[src/rtl/pio_pkg.sv]
// Shared constants and types for the parallel I/O port group.
// Assumes a 3-bit register address and an 8-bit control word.
package pio_pkg;

    localparam int ADDR_W = 3;

    localparam logic [ADDR_W-1:0] ADR_PA   = 3'd0;
    localparam logic [ADDR_W-1:0] ADR_PB   = 3'd1;
    localparam logic [ADDR_W-1:0] ADR_PC   = 3'd2;
    localparam logic [ADDR_W-1:0] ADR_CTRL = 3'd3;
    localparam logic [ADDR_W-1:0] ADR_STAT = 3'd4;

    localparam int NUM_SECT = 4;

    // Control word, most significant field first
    typedef struct packed {
        logic [1:0]          xfer;        // transfer method, stored only
        logic                fall_edge;   // 1: falling strobe edge is the event
        logic                latch_mode;  // 1: input sections capture on events
        logic [NUM_SECT-1:0] dir;         // {C hi, C lo, B, A}, 1 = output
    } pio_ctrl_t;

endpackage

[src/rtl/pio_edge_det.sv]
// Strobe conditioner: brings the asynchronous strobe into the clock domain
// through two flops, then emits a one-cycle event on the selected edge.
// Assumes the strobe is low while reset is applied.
module pio_edge_det (
    input  logic clk,
    input  logic rst_n,
    input  logic strobe_i,
    input  logic fall_sel,
    output logic evt_o
);

    logic meta_q;
    logic sync_q;
    logic prev_q;

    // Synchroniser chain plus a delayed copy for edge comparison
    always_ff @(posedge clk) begin
        if (!rst_n) begin
            meta_q <= 1'b0;
            sync_q <= 1'b0;
            prev_q <= 1'b0;
        end else begin
            meta_q <= strobe_i;
            sync_q <= meta_q;
            prev_q <= sync_q;
        end
    end

    // Pick the active edge from the synchronised level pair
    always_comb begin
        if (fall_sel) begin
            evt_o = prev_q & ~sync_q;
        end else begin
            evt_o = sync_q & ~prev_q;
        end
    end

endmodule

[src/rtl/pio_sect.sv]
// One port section: an output register, a capture register and the read
// selection. Assumes pin_i is stable at the clock edge where cap is high.
module pio_sect #(
    parameter int W = 8
) (
    input  logic         clk,
    input  logic         rst_n,
    input  logic         wr,
    input  logic [W-1:0] wdata,
    input  logic         is_out,
    input  logic         latch_mode,
    input  logic         cap,
    input  logic [W-1:0] pin_i,
    output logic [W-1:0] pin_o,
    output logic [W-1:0] rd_val
);

    logic [W-1:0] out_q;
    logic [W-1:0] lat_q;

    // Output register: loaded by software whatever the direction
    always_ff @(posedge clk) begin
        if (!rst_n) begin
            out_q <= '0;
        end else if (wr) begin
            out_q <= wdata;
        end
    end

    // Capture register: updates only while this section is an input
    always_ff @(posedge clk) begin
        if (!rst_n) begin
            lat_q <= '0;
        end else if (cap && latch_mode && !is_out) begin
            lat_q <= pin_i;
        end
    end

    assign pin_o = out_q;

    // Read source: output register, captured value or live pins
    always_comb begin
        if (is_out) begin
            rd_val = out_q;
        end else if (latch_mode) begin
            rd_val = lat_q;
        end else begin
            rd_val = pin_i;
        end
    end

endmodule

[src/rtl/pio_irq_flag.sv]
// Sticky interrupt flag. A set in the same cycle as a clear wins.
// Assumes set is a single-cycle pulse.
module pio_irq_flag (
    input  logic clk,
    input  logic rst_n,
    input  logic set,
    input  logic clr,
    output logic flag_o
);

    logic flag_q;

    // Hold the request until cleared; a new event overrides the clear
    always_ff @(posedge clk) begin
        if (!rst_n) begin
            flag_q <= 1'b0;
        end else begin
            flag_q <= set | (flag_q & ~clr);
        end
    end

    assign flag_o = flag_q;

endmodule

[src/rtl/pio_port_group.sv]
// Programmable 3-port parallel I/O group with per-half direction on port C,
// live or strobe-captured inputs and a sticky strobe interrupt.
// Assumes PORT_W is even and at least 8; the control word uses the low
// 8 bits of the data bus.
module pio_port_group
    import pio_pkg::*;
#(
    parameter int PORT_W = 8
) (
    input  logic              clk,
    input  logic              rst_n,
    input  logic [ADDR_W-1:0] reg_addr,
    input  logic              reg_wr,
    input  logic [PORT_W-1:0] reg_wdata,
    output logic [PORT_W-1:0] reg_rdata,
    input  logic [PORT_W-1:0] pa_pin_i,
    output logic [PORT_W-1:0] pa_pin_o,
    output logic              pa_oe,
    input  logic [PORT_W-1:0] pb_pin_i,
    output logic [PORT_W-1:0] pb_pin_o,
    output logic              pb_oe,
    input  logic [PORT_W-1:0] pc_pin_i,
    output logic [PORT_W-1:0] pc_pin_o,
    output logic [1:0]        pc_oe,
    input  logic              strobe_i,
    output logic              irq_o
);

    localparam int HALF   = PORT_W / 2;
    localparam int BUS_W  = 3 * PORT_W;
    localparam int CTRL_W = $bits(pio_ctrl_t);

    pio_ctrl_t        ctrl_q;
    logic             latch_mode;
    logic             strb_evt;
    logic             irq_clr;
    logic [BUS_W-1:0] pin_in_bus;
    logic [BUS_W-1:0] pin_out_bus;
    logic [BUS_W-1:0] rd_bus;

    // Control register
    always_ff @(posedge clk) begin
        if (!rst_n) begin
            ctrl_q <= '0;
        end else if (reg_wr && reg_addr == ADR_CTRL) begin
            ctrl_q <= pio_ctrl_t'(reg_wdata[CTRL_W-1:0]);
        end
    end

    assign latch_mode = ctrl_q.latch_mode;
    assign irq_clr    = reg_wr && (reg_addr == ADR_STAT) && reg_wdata[0];

    pio_edge_det u_edge (
        .clk      (clk),
        .rst_n    (rst_n),
        .strobe_i (strobe_i),
        .fall_sel (ctrl_q.fall_edge),
        .evt_o    (strb_evt)
    );

    pio_irq_flag u_irq (
        .clk    (clk),
        .rst_n  (rst_n),
        .set    (strb_evt),
        .clr    (irq_clr),
        .flag_o (irq_o)
    );

    assign pin_in_bus = {pc_pin_i, pb_pin_i, pa_pin_i};

    // Four sections: A, B, C lower half, C upper half
    for (genvar i = 0; i < NUM_SECT; i++) begin : g_sect
        localparam int SW  = (i < 2) ? PORT_W : HALF;
        localparam int OFF = (i < 2) ? i * PORT_W : 2 * PORT_W + (i - 2) * HALF;
        localparam int WOF = OFF % PORT_W;
        localparam logic [ADDR_W-1:0] SADR =
            (i == 0) ? ADR_PA : (i == 1) ? ADR_PB : ADR_PC;

        logic sect_wr;
        assign sect_wr = reg_wr && (reg_addr == SADR);

        pio_sect #(
            .W (SW)
        ) u_sect (
            .clk        (clk),
            .rst_n      (rst_n),
            .wr         (sect_wr),
            .wdata      (reg_wdata[WOF +: SW]),
            .is_out     (ctrl_q.dir[i]),
            .latch_mode (latch_mode),
            .cap        (strb_evt),
            .pin_i      (pin_in_bus[OFF +: SW]),
            .pin_o      (pin_out_bus[OFF +: SW]),
            .rd_val     (rd_bus[OFF +: SW])
        );
    end

    assign pa_pin_o = pin_out_bus[0 +: PORT_W];
    assign pb_pin_o = pin_out_bus[PORT_W +: PORT_W];
    assign pc_pin_o = pin_out_bus[2*PORT_W +: PORT_W];
    assign pa_oe    = ctrl_q.dir[0];
    assign pb_oe    = ctrl_q.dir[1];
    assign pc_oe    = ctrl_q.dir[3:2];

    // Read decode
    always_comb begin
        reg_rdata = '0;
        case (reg_addr)
            ADR_PA:   reg_rdata = rd_bus[0 +: PORT_W];
            ADR_PB:   reg_rdata = rd_bus[PORT_W +: PORT_W];
            ADR_PC:   reg_rdata = rd_bus[2*PORT_W +: PORT_W];
            ADR_CTRL: reg_rdata[CTRL_W-1:0] = ctrl_q;
            ADR_STAT: reg_rdata[0] = irq_o;
            default:  reg_rdata = '0;
        endcase
    end

endmodule

[config.mk]
export PLATFORM = sky130hd
export DESIGN_NAME = pio_port_group
export DESIGN_NICKNAME = d
export VERILOG_FILES = /design/src/rtl/pio_pkg.sv /design/src/rtl/pio_edge_det.sv /design/src/rtl/pio_sect.sv /design/src/rtl/pio_irq_flag.sv /design/src/rtl/pio_port_group.sv
export SDC_FILE = /design/constraint.sdc
export NUM_CORES = 1
export LEC_CHECK = 0
export BUFFER_PORTS_ARGS = -buffer_cell sky130_fd_sc_hd__buf_2
export CAP_MARGIN = 20
export CORE_MARGIN = 5
export CORE_UTILIZATION = 35
export DETAILED_ROUTE_END_ITERATION = 10
export PLACE_DENSITY = 0.62
export SYNTH_ARGS = -nofsm -noshare
export SYNTH_HDL_FRONTEND = slang
export SYNTH_HIERARCHICAL = 1
export SYNTH_SLANG_ARGS = --single-unit
[constraint.sdc]
create_clock -name clk -period 1.7 [get_ports clk]
set_clock_uncertainty 0.2 [all_clocks]
set_input_delay 0.17 -clock clk [delete_from_list [all_inputs] [get_ports clk]]
set_output_delay 0.17 -clock clk [all_outputs]
set_load 0.1 [all_outputs]
Yosys cells after proc, flatten, opt, wreduce, memory -nomap -nowiden --
Cells that the tools add are included.
Cells by class: bitwise gates (word level) 7, eq/ne operators 4, multiplexer cells 11, reduce and logical (&&, ||, !) cells 16
Operator list (number):
- 2-to-1 mux 8 bit | 4
- case mux 7 bit (4 select lines) | 1
- 2-to-1 mux 4 bit | 4
- logical AND 1 bit | 11
- == test 3 x 2 -> 1 bit (second input constant) | 2
- case mux 1 bit (5 select lines) | 1
- zero test 1 bit | 4
- bitwise AND 1 bit | 3
- == test 3 x 1 -> 1 bit (second input constant) | 1
- == test 3 bit (second input constant) | 1
- zero test 3 bit | 1
- NOT 1 bit | 3
- 2-to-1 mux 1 bit | 1
- OR 1 bit | 1
Word-level totals: bits of input ports 39, output and inout bits 37, word-level logic and storage cells 54, flip-flop bits (word level) 60

Depth between registers and ports, before layout --
depth in word-level cells 6, mapped depth 6, gate-level depth less buffers 5

Modules after synthesis --
Netlist, hierarchy kept.
By module, submodules not included:
- pio_sect (g_sect[0].u_sect ...) | area an instance 789.5 um^2, cells an instance 87, times used 2, sequential area each 320.3 um^2
- pio_sect (g_sect[2].u_sect ...) | area an instance 409.1 um^2, cells an instance 45, times used 2, sequential area each 160.2 um^2
- pio_port_group | area an instance 678.2 um^2, cells an instance 69, times used 1, sequential area each 160.2 um^2
- pio_edge_det | area an instance 101.3 um^2, cells an instance 9, times used 1, sequential area each 60.1 um^2
- pio_irq_flag | area an instance 41.3 um^2, cells an instance 3, times used 1, sequential area each 20.0 um^2

Worst setup path after synthesis --
No wires, ideal clock.
path kind register -> output, start point reg ctrl_q, in the netlist pa_oe, end point out reg_rdata[0], path buffers 1, setup slack -1.938 ns, required time 1.330 ns, stages on the path, launching flop included 7, data arrival time 3.268 ns, cell sequence dfxtp_1 > buf_2 > nand2_1 > o21ai_0 > mux2i_1 > o21a_1 > o22ai_1
Between the ends: cells in the longest elaborated chain, start to end 2
Ends and longest elaborated chain:
- from (decl) | line pio_port_group.sv:33 | pio_ctrl_t ctrl_q;
- from (signal assigned) | line pio_port_group.sv:46 | ctrl_q <= pio_ctrl_t'(reg_wdata[CTRL_W-1:0]);
- 2-to-1 mux 8 bit | line pio_sect.sv:43 | if (is_out) begin
- via rd_bus[0] | line pio_port_group.sv:39 | logic [BUS_W-1:0] rd_bus;
- case mux 1 bit (5 select lines) | line pio_port_group.sv:108 | case (reg_addr)
- to (decl) | line pio_port_group.sv:15 | output logic [PORT_W-1:0] reg_rdata,
The timed path passes the listed nets, and every way through them passes these cells.

Worst setup path in the final report --
start point reg ctrl_q, in the netlist latch_mode, end point out reg_rdata[6]
Between the ends: cells in the longest elaborated chain, start to end 3, elaborated cells between the ends (all ways) 7, classes of those cells 7 x mux
Ends and longest elaborated chain:
- 2-to-1 mux 8 bit | line pio_sect.sv:45 | end else if (latch_mode) begin
- 2-to-1 mux 8 bit | line pio_sect.sv:43
- via rd_bus[14] | line pio_port_group.sv:39
- case mux 7 bit (4 select lines) | line pio_port_group.sv:108
The timed path passes the listed nets, and every way through them passes these cells.

==> results.md <==
- CTS tree: yes
- Core box area: about 0.009 mm^2
- Post-Route WL: slightly above 10,000 um
- CP required: 1330 ps
- Seq/Total Area, Yosys: between 30% and 40%
- Sink Count: 60
- Total power: 3.52 mW
- Synth Area in XOR/XNOR: 0%
- Hold_ws: 43.5 ps
- Die H: 106 um
- Gr ovfl total: 0
- Area Growth Syn to Fin: 47.5%
- Post-Route Setup TNS: -5270 ps
- Worst setup EP type: primary output
- FP Rows: 35
- Top_reg_cell synth: dfxtp_1
- RSZ-0062 raised after global routing: yes
- Fin. Hold Viols: 0
- Syn avg cell area: 9.33 um^2
- Die width: ~110 um
- Yosys cell types: 27
- Leakage: 1.87 nW
- Clock transition at path regs: roughly 70 ps
- Synth warn: 6
- Worst Reg-to-Reg Cells: 5
- Total track usage: 18.4%
- Max Cap Violations: 0
- Synth cell count leaders: nand2_1, mux2i_1, dfxtp_1
- Worst IR Drop VDD: 0.326 mV
- Min-Delay Path Depth: 3
- Final setup vio count: 8
- P per Cell Area: 742 mW/mm^2
- Rel. slew slack: between 60% and 70%
- TritonRoute pass-1 iters: 5
- Vias/cell: 4.87
- Status: complete, but fails checks
- Number of synthesized flops with an enable pin: 0
- Slew @ Worst Pin: 503 ps
- Violations in the final reports: setup timing
- Slew Limit Fails: 0
- Most common cell in the netlist: nand2_1
- Post-synthesis mux area share: between 20% and 30%
- TritonCTS Buffers: 9
- FMAX: 417 MHz
- H-tree Lvls: 3
- HPWL after DPL: roughly 7300 um
- Global-route wire length before repair: 16,000 um
- CTS Buffer Depth: 2
- Critical path class: reg -> out
- Worst path setup slack after routing: -697 ps
- DR WL/cell: around 17 um
- Worst-skew pair later-pin latency: 340 ps
- Post-layout util: 52.1%
- Post-synth net total: 384
- Final Non-Filler Cells: 602
- Placed Cells: about 550
- Simple-Gate Fraction of Synth Area: 21.4%
- Hold crit path type: in -> reg
- Pre-CTS WS: -590 ps
- Detailed-route DRC error count: 0
- Complex-gate fraction of the synthesized area: 6.88%
- CP Max Fanout: 5
- Vias: between 2,000 and 3,000
- Critical path launch point type: register
- Worst path arrival time: 2030 ps
- DP Area: 0.00407 mm^2
- Dominant cell type by area after synthesis: dfxtp_1
- Vias in the first global route: 2,987
- Routed Antenna Nets: 0
- Initial Utilization: 35.3%
- Yosys reg bits: 60
- Iter 0 DRT Violations: 160
- Nets@finish: 525
- Die area: 0.0112 mm^2
- # port buffers: 75
- Syn Inst Count: 345
- Top cells by area, synth: dfxtp_1, mux2i_1, nand2_1, nor2b_1, mux4_1
- Crit path time final: 2400 ps
- CTS Root Cell: clkbuf_8
- Largest net degree at the start of global routing: 49
- Post-synthesis adder-cell area fraction: 0%
- Synth async-reset ratio: 0%
- Design area: 0.00475 mm^2
- Tcrit/Tclk final: 141%
- Syn Std Cell Area: 0.00322 mm^2
- Share of cells above drive strength 1: between 30% and 40%
- Largest family of logic cells by synthesized area: multiplexers
- Routability cong.: 0.861
- Top cell type's share of synthesized area: 37.3%
- I/O pins: between 70 and 80
- Initial antenna violation count: 0
- ANT cells: 0
where the power goes:
group | total (mW) | internal, mW | switching (mW)
sequential | 1.45 | 1.43 | 0.0193
clock | 1.32 | 0.752 | 0.565
combinational | 0.759 | 0.314 | 0.445
total | 3.52 | 2.49 | 1.03
worst paths after layout:
kind | from | to | slack, ps
worst max register to register | u_edge/sync_q | g_sect[0].u_sect/lat_q[0] | 80
worst min-delay path | rst_n | g_sect[1].u_sect/lat_q[5] | 40
worst max-delay path | latch_mode | reg_rdata[6] | -700
worst min register to register | u_edge/meta_q | u_edge/sync_q | 240
area by class of cell:
type                            count  area (um^2)
Fill cell                         843         4360
Multi-Input combinational cell    257         1870
Timing Repair Buffer              158         1290
Sequential cell                    60         1240
Clock buffer                       12          155
Tap cell                          111          139
Clock inverter                      4         47.5
routing by layer:
layer  GRT usage (%)  wire length [um]  up-vias
met5               0                 0        -
met4            5.55               165        0
met3            4.74               595       16
met2            29.2              4650       92
met1            24.8              4680     1368
li1                -                 -     1453
cell usage in the layout (no fill, tap or decap), types with 2 or more instances in the layout:
cell type and instances:
nand2_1 90, mux2i_1 70, buf_2 63, buf_4 46
dlygate4sd3_1 33, dfxtp_1 32, dfxtp_2 25, nor2b_1 24
o21ai_1 14, buf_12 13, clkbuf_8 11, o21ai_0 9
nor2b_4 8, a21boi_0 8, mux4_2 7, and3b_1 4
o21a_1 3, dfxtp_4 3, and2_1 3, nand3_1 2
nand2b_1 2, nor3_1 2, nor3b_1 2, clkinv_2 2
mux2i_2 2, buf_6 2
state kept, by name, indices dropped and copies added (netlist names):
signal / flops
g_sect.u_sect/lat_q: 24
g_sect.u_sect/pin_o: 24
ctrl_q: 3
pc_oe: 2
latch_mode: 1
pa_oe: 1
pb_oe: 1
u_edge/meta_q: 1
u_edge/prev_q: 1
u_edge/sync_q: 1
u_irq/flag_o: 1
kinds of logic (layout without fill, tap and decap cells):
group,Yosys count,after routing
AO/OA/AOI/OAI,37,37
buffers and inverters,28,174
flip-flops,60,60
multiplexers,80,80
AND/OR/NAND/NOR,140,140
critical path, cell delays in order, from the launching register on:
cell and delay (ps):
dfxtp_4 400, buf_8 150, mux2i_4 240, o21ai_2 100
mux4_2 490, nor2b_4 160, buf_12 160
timing repair:
item,CTS,global route
pin swaps,0,1
endpoints found under the setup margin,10,8
endpoints found under the hold margin,49,0
gates resized for setup,49,12
setup buffers,1,0
hold buffers,33,0
(Power assumes the default switching activity.)
